`config.mk`:
```
export PLATFORM = sky130hd
export DESIGN_NAME = sdma_req_top
export DESIGN_NICKNAME = d
export VERILOG_FILES = /design/src/rtl/sdma_pkg.sv /design/src/rtl/sdma_cfg_reg.sv /design/src/rtl/sdma_tx_req.sv /design/src/rtl/sdma_rx_req.sv /design/src/rtl/sdma_req_top.sv
export SDC_FILE = /design/constraint.sdc
export NUM_CORES = 1
export LEC_CHECK = 0
export BUFFER_PORTS_ARGS = -buffer_cell sky130_fd_sc_hd__buf_2
export CORE_AREA = 2 2 39 41
export CTS_CLUSTER_DIAMETER = 50
export DETAILED_ROUTE_END_ITERATION = 12
export DIE_AREA = 0 0 41 43
export PLACE_DENSITY = 0.58
export SYNTH_ARGS = -nofsm -noshare
export SYNTH_HDL_FRONTEND = slang
export SYNTH_SLANG_ARGS = --single-unit
```
`constraint.sdc`:
```
create_clock -name clk -period 2.4 [get_ports clk]
set_input_delay 0.24 -clock clk [delete_from_list [all_inputs] [get_ports clk]]
set_output_delay 0.24 -clock clk [all_outputs]
set_load 0.05 [all_outputs]
```
`src/rtl/sdma_pkg.sv`:
```
package sdma_pkg;
    localparam int CFG_W = 7;

    typedef struct packed {
        logic rx_thresh;   // bit6
        logic tx_mode;     // bit5
        logic dtr_bit;     // bit4
        logic dtr_req_en;  // bit3
        logic dir_rx;      // bit2
        logic func_req;    // bit1
        logic req_en;      // bit0
    } sdma_cfg_t;

    localparam logic [CFG_W-1:0] CFG_RST = 7'b010_0000;

    typedef struct packed {
        logic wreq_n;
        logic dtrreq_n;
    } sdma_pins_t;
endpackage

```
`src/rtl/sdma_cfg_reg.sv`:
```
module sdma_cfg_reg
    import sdma_pkg::*;
(
    input  logic             clk,
    input  logic             rst_n,
    input  logic             we,
    input  logic [CFG_W-1:0] wdata,
    output sdma_cfg_t        cfg_q
);
    sdma_cfg_t cfg_d;

    always_comb begin
        cfg_d = cfg_q;
        if (we) cfg_d = sdma_cfg_t'(wdata);
    end

    always_ff @(posedge clk or negedge rst_n) begin
        if (!rst_n) cfg_q <= sdma_cfg_t'(CFG_RST);
        else        cfg_q <= cfg_d;
    end

    AST_CFG_LOAD: assert property (@(posedge clk) disable iff (!rst_n)
        we |=> (cfg_q == sdma_cfg_t'($past(wdata))));
endmodule

```
`src/rtl/sdma_tx_req.sv`:
```
module sdma_tx_req #(
    parameter int DEPTH = 4,
    parameter int LW    = $clog2(DEPTH + 1)
) (
    input  logic [LW-1:0] level,
    input  logic          pace_empty,
    input  logic          wr_stb,
    output logic          want
);
    localparam logic [LW-1:0] FULL_LVL = LW'(DEPTH);
    logic room;
    logic empty;

    always_comb begin
        room  = (level < FULL_LVL);
        empty = (level == '0);
        want  = (pace_empty ? empty : room) && !wr_stb;
    end
endmodule

```
`src/rtl/sdma_rx_req.sv`:
```
module sdma_rx_req #(
    parameter int DEPTH = 4,
    parameter int LW    = $clog2(DEPTH + 1)
) (
    input  logic [LW-1:0] level,
    input  logic          rd_stb,
    input  logic          cpu_rd,
    output logic          req_want,
    output logic          wait_want
);
    logic has_data;

    always_comb begin
        has_data  = (level != '0);
        req_want  = has_data && !rd_stb;
        wait_want = cpu_rd && !has_data;
    end
endmodule

```
`src/rtl/sdma_req_top.sv`:
```
module sdma_req_top
    import sdma_pkg::*;
#(
    parameter int TX_DEPTH = 4,
    parameter int RX_DEPTH = 4,
    parameter int TXW      = $clog2(TX_DEPTH + 1),
    parameter int RXW      = $clog2(RX_DEPTH + 1)
) (
    input  logic             clk,
    input  logic             rst_n,
    input  logic             cfg_we,
    input  logic [CFG_W-1:0] cfg_wdata,
    input  logic [TXW-1:0]   tx_level,
    input  logic [RXW-1:0]   rx_level,
    input  logic             cpu_rd_rx,
    input  logic             dma_wr_tx,
    input  logic             dma_rd_rx,
    output logic             wreq_n,
    output logic             dtrreq_n,
    output logic             tx_mode_o
);
    localparam logic [TXW-1:0] TX_FULL = TXW'(TX_DEPTH);

    sdma_cfg_t  cfg_q;
    sdma_pins_t pins_d, pins_q;
    logic       tx_want, rx_want, wait_want;

    sdma_cfg_reg u_cfg (
        .clk   (clk),
        .rst_n (rst_n),
        .we    (cfg_we),
        .wdata (cfg_wdata),
        .cfg_q (cfg_q)
    );

    sdma_tx_req #(.DEPTH(TX_DEPTH), .LW(TXW)) u_tx (
        .level      (tx_level),
        .pace_empty (cfg_q.tx_mode),
        .wr_stb     (dma_wr_tx),
        .want       (tx_want)
    );

    sdma_rx_req #(.DEPTH(RX_DEPTH), .LW(RXW)) u_rx (
        .level     (rx_level),
        .rd_stb    (dma_rd_rx),
        .cpu_rd    (cpu_rd_rx),
        .req_want  (rx_want),
        .wait_want (wait_want)
    );

    always_comb begin
        pins_d          = '{wreq_n: 1'b1, dtrreq_n: 1'b1};
        if (cfg_q.req_en) begin
            if (cfg_q.func_req)
                pins_d.wreq_n = !(cfg_q.dir_rx ? rx_want : tx_want);
            else
                pins_d.wreq_n = !wait_want;
        end
        if (cfg_q.req_en && cfg_q.dtr_req_en)
            pins_d.dtrreq_n = !tx_want;
        else
            pins_d.dtrreq_n = !cfg_q.dtr_bit;
    end

    always_ff @(posedge clk or negedge rst_n) begin
        if (!rst_n) pins_q <= '{wreq_n: 1'b1, dtrreq_n: 1'b1};
        else        pins_q <= pins_d;
    end

    assign wreq_n    = pins_q.wreq_n;
    assign dtrreq_n  = pins_q.dtrreq_n;
    assign tx_mode_o = cfg_q.tx_mode;

    AST_DISABLED_IDLE: assert property (@(posedge clk) disable iff (!rst_n)
        !cfg_q.req_en |=> wreq_n);
    AST_TX_FULL_QUIET: assert property (@(posedge clk) disable iff (!rst_n)
        (cfg_q.req_en && cfg_q.dtr_req_en && tx_level == TX_FULL) |=> dtrreq_n);
    AST_TX_HOLDOFF: assert property (@(posedge clk) disable iff (!rst_n)
        (cfg_q.req_en && cfg_q.dtr_req_en && dma_wr_tx) |=> dtrreq_n);
    AST_RX_HOLDOFF: assert property (@(posedge clk) disable iff (!rst_n)
        (cfg_q.req_en && cfg_q.func_req && cfg_q.dir_rx && dma_rd_rx) |=> wreq_n);
    AST_RX_EMPTY_QUIET: assert property (@(posedge clk) disable iff (!rst_n)
        (cfg_q.req_en && cfg_q.func_req && cfg_q.dir_rx && rx_level == '0) |=> wreq_n);
    AST_WAIT_STALL: assert property (@(posedge clk) disable iff (!rst_n)
        (cfg_q.req_en && !cfg_q.func_req && cpu_rd_rx && rx_level == '0) |=> !wreq_n);
endmodule

```
Yosys cells after proc, flatten, opt, wreduce, memory -nomap -nowiden:

Index checks and enable logic that the tools add are counted.

* register bits after elaboration: 8
* input port bits: 19
* output and inout bits: 3
* word-level logic and storage cells: 27

* $lt $le $gt $ge: 1
* muxes and demuxes: 5
* reductions and logical operators: 13

Operators with widths (count)
* $logic_not 1->1: 7
* $mux 1: 5
* $logic_and 1x1->1: 4
* $logic_not 3->1: 1
* $lt 3x3->1 const B: 1
* $reduce_bool 3->1: 1

Depth between registers and ports, before layout:

* word-level depth: 7
* gate-level depth with buffers: 3
* gate-level depth less buffers: 3

Modules after synthesis:

Synthesis repeated with hierarchy kept, for this count alone.

* cell total of the unflattened synthesis: 27
* area, all modules: 419.2 µm²

Modules (own cells, without submodules)
* sdma_cfg_reg: times used 1, cells each 15, area each 292.8 µm², seq. area each 176.4 µm²
* sdma_req_top: times used 1, cells each 7, area each 88.8 µm², seq. area each 52.6 µm²
* sdma_rx_req: times used 1, cells each 3, area each 20.0 µm², seq. area each 0.0 µm²
* sdma_tx_req: times used 1, cells each 2, area each 17.5 µm², seq. area each 0.0 µm²

Worst setup path after synthesis:

No wires, ideal clock.

* path kind: flip-flop to flip-flop
* start: register u_cfg.cfg_q[5] (netlist name)
* end: register pins_q, in the netlist wreq_n
* library setup time: 0.081 ns
* arrival time: 1.051 ns
* data required time: 2.319 ns
* slack: 1.268 ns
* cell stages (with the launch flop): 4
* path buffers: 0
* clock period less this slack: 1.132 ns
* cells stage by stage: dfstp_2 -> o21a_1 -> nor4_1 -> o211ai_1

RTL lines
* to (signal assigned): line sdma_req_top.sv:66 `if (!rst_n) pins_q <= '{wreq_n: 1'b1, dtrreq_n: 1'b1};`
* to (signal assigned): line sdma_req_top.sv:67 `else pins_q <= pins_d;`
* to (decl): line sdma_req_top.sv:25 `sdma_pins_t pins_d, pins_q;`

Worst setup path in the final report:

* start: register u_cfg.cfg_q[5] (netlist name)
* end: output port tx_mode_o

RTL lines
* to (decl): line sdma_req_top.sv:20 `output logic tx_mode_o`

No word-level cell between the ends.

==> flow_metrics.env <==
export IMPL_status="finished clean"
export IMPL_post_dp_cell_area_um2=457
export IMPL_path_cells="buf_2"
export IMPL_clockPowerShare_pct=33.2
export IMPL_wl_per_cell_um=10.4
export IMPL_final_layout_size_suffix_gt1_share_pct=67.3
export IMPL_pwr_share_comb_pct=19.6
export IMPL_p_int_uw=246
export IMPL_dr_pass1_iters=4
export IMPL_crit_type="reg -> out"
export IMPL_gp_congestion=0.617
export IMPL_die_w_um=41
export IMPL_wl_um=677
export IMPL_tightest_slew_ns=0.242
export IMPL_setup_violations_final=0
export IMPL_place_inst=60
export IMPL_final_common_cell="buf_2"
export IMPL_path_clk_slew_ns=0.06
export IMPL_fp_coreArea_um2=1380
export IMPL_fin_crit_sh_pct=53.4
export IMPL_finalInstanceArea_um2=493
export IMPL_grt_pass1_wl_um=966
export IMPL_finalSetupTns_ns=0
export IMPL_row_count=14
export IMPL_post_route_min_period_ns=1.28
export IMPL_fillers=152
export IMPL_fp_dieH_um=43
export IMPL_cp_end_kind="output pin"
export IMPL_slew_viol_final=0
export IMPL_grt_overflow=0
export IMPL_htree_num_levels=1
export IMPL_cts_setup_buffers=0
export IMPL_clock_sinks=8
export IMPL_vias_per_cell=4.38
export IMPL_cts_buffers_inserted=3
export IMPL_grt_start_max_net_pins=9
export IMPL_power_frac_seq_pct=47.2
export IMPL_insertion_delay_ns=0.26
export IMPL_critPathTopFamily="flip-flops"
export IMPL_critical_path_max_stage_delay_ns=0.53
export IMPL_worst_clock_skew_ns=0.00808
export IMPL_cts_root_buf="clkbuf_4"
export IMPL_maxCapViolations=0
export IMPL_slowest_stage="dfstp_2"
export IMPL_drt_drc_violations_left=0
export IMPL_n_antenna_cell=0
export IMPL_finalNetCount=69
export IMPL_yosysWarningCount=0
export IMPL_cp_max_fo=3
export IMPL_vias=285
export IMPL_final_core_util_pct=35.6
export IMPL_final_cells=65
export IMPL_synth_fp_nets=44
export IMPL_start_util_pct=24.7
export IMPL_track_usage_pct=8.60
export IMPL_syn_inst=25
export IMPL_hold_path_class="in -> reg"
export IMPL_p_leak_nw=0.230
export IMPL_synthTopCellsByArea="dfrtp_1, dfstp_2, mux2_2, nor4_1, nor3_2"
export IMPL_worst_path_buf_inv=1
export IMPL_relSlewSlack_pct=83.7
export IMPL_drt_iter0_drc=4
export IMPL_switchingPower_uw=94.2
export IMPL_arrival_ns=1.04
export IMPL_finalHoldViolCount=0
export IMPL_syn_to_final_growth_pct=44.3
export IMPL_yosysSeqAreaShare_pct=59.7
export IMPL_rsz0062_at_grt="no"
export IMPL_drtAntennaViolNets=0
export IMPL_critPathLaunchType="flip-flop"
export IMPL_synth_top_area_share_pct=36.6
export IMPL_yosysUniqueCellTypes=13
export IMPL_io_pins=22
export IMPL_cts_resized_gates=0
export IMPL_dieArea_um2=1760
export IMPL_ys_ff_latch=8
export IMPL_power_per_cell_area_nw_per_um2=690
export IMPL_first_global_vias=262
export IMPL_clk_path_buf_depth=2
export IMPL_ir_worst_vdd_mv=0.216
export IMPL_critPathRequiredTime_ns=2.16
export IMPL_swShare_pct=27.7
export IMPL_yosys_area_top_type="dfrtp_1"
export IMPL_cts_tree="done"
export IMPL_port_buffers=20
export IMPL_avgSynthCellArea_um2=13.7
export IMPL_syn_cell_area_um2=342
export IMPL_final_cell_mix="buf_2, mux2_2, dfrtp_1"
export IMPL_hold_buffers=1
export IMPL_max_freq_mhz=780
export IMPL_antenna_found_initial=0
[sequential cells by signal, summed over array words and instances (netlist names)]
register and cells:
dtrreq_n 1, u_cfg.cfg_q 6, wreq_n 1
[layout make-up]
type / count / area [µm²] / area share (%)
well taps: 16 / 20.0 / 4.06
multi-input cells: 16 / 133 / 26.9
repair buffers: 21 / 110 / 22.3
flip-flops and latches: 8 / 204 / 41.4
clock buffers: 4 / 26.3 / 5.33
[power groups by stage]
stage	sequential, mW	combinational, mW	clock, mW
2_1_floorplan	0.183	0.0216	0
3_3_place_gp	0.163	0.0658	0
3_5_place_dp	0.163	0.0667	0
4_1_cts	0.161	0.0681	0.119
5_1_grt	0.163	0.0728	0.124
6_report	0.161	0.0668	0.113
[metrics by stage]
step / hold WS (ns) / worst slack (ns) / power [mW]
global placement: 0.0892 / 1.38 / 0.229
floorplan: -0.0556 / 1.27 / 0.205
detailed placement: 0.0915 / 1.39 / 0.230
finish: 0.209 / 1.12 / 0.340
CTS: 0.201 / 1.10 / 0.348
global route: 0.208 / 1.09 / 0.359
[cell usage after synthesis]
cell type,instances
nor3_2,1
a21oi_1,1
a21o_1,1
mux2_2,6
nand2_1,1
nor4_1,2
dfrtp_1,5
o21a_1,1
buf_2,1
o211ai_1,1
nand2b_1,1
o21ai_0,1
dfstp_2,3
[kinds of logic (layout without fill, tap and decap cells)]
logic type	Yosys count	after routing	share of synthesized area [%]
flops	8	8	59.7
mux	6	6	19.8
compound gates	5	5	9.52
simple gates	5	5	9.52
buf+inv	1	25	1.46
[metal layers]
metal | wire length [µm] | global-route usage (%)
met1 | 271 | 9.90
met2 | 318 | 11.6
met3 | 79 | 3.14
met4 | 7 | 8.00
met5 | 0 | 0
[worst paths after layout]
path | to | slack, ns | depth (start not counted) | start
min in group asynchronous | u_cfg.cfg_q[1] | 0.35 | 2 | rst_n
hold / removal | u_cfg.cfg_q[0] | 0.21 | 2 | cfg_wdata[0]
setup / recovery | tx_mode_o | 1.12 | 1 | u_cfg.cfg_q[5]
max in group asynchronous | u_cfg.cfg_q[5] | 1.81 | 2 | rst_n
hold reg to reg | dtrreq_n | 0.41 | 1 | u_cfg.cfg_q[4]
setup reg to reg | wreq_n | 1.44 | 3 | u_cfg.cfg_q[5]
Note: power is estimated with default switching activity, not from simulation.
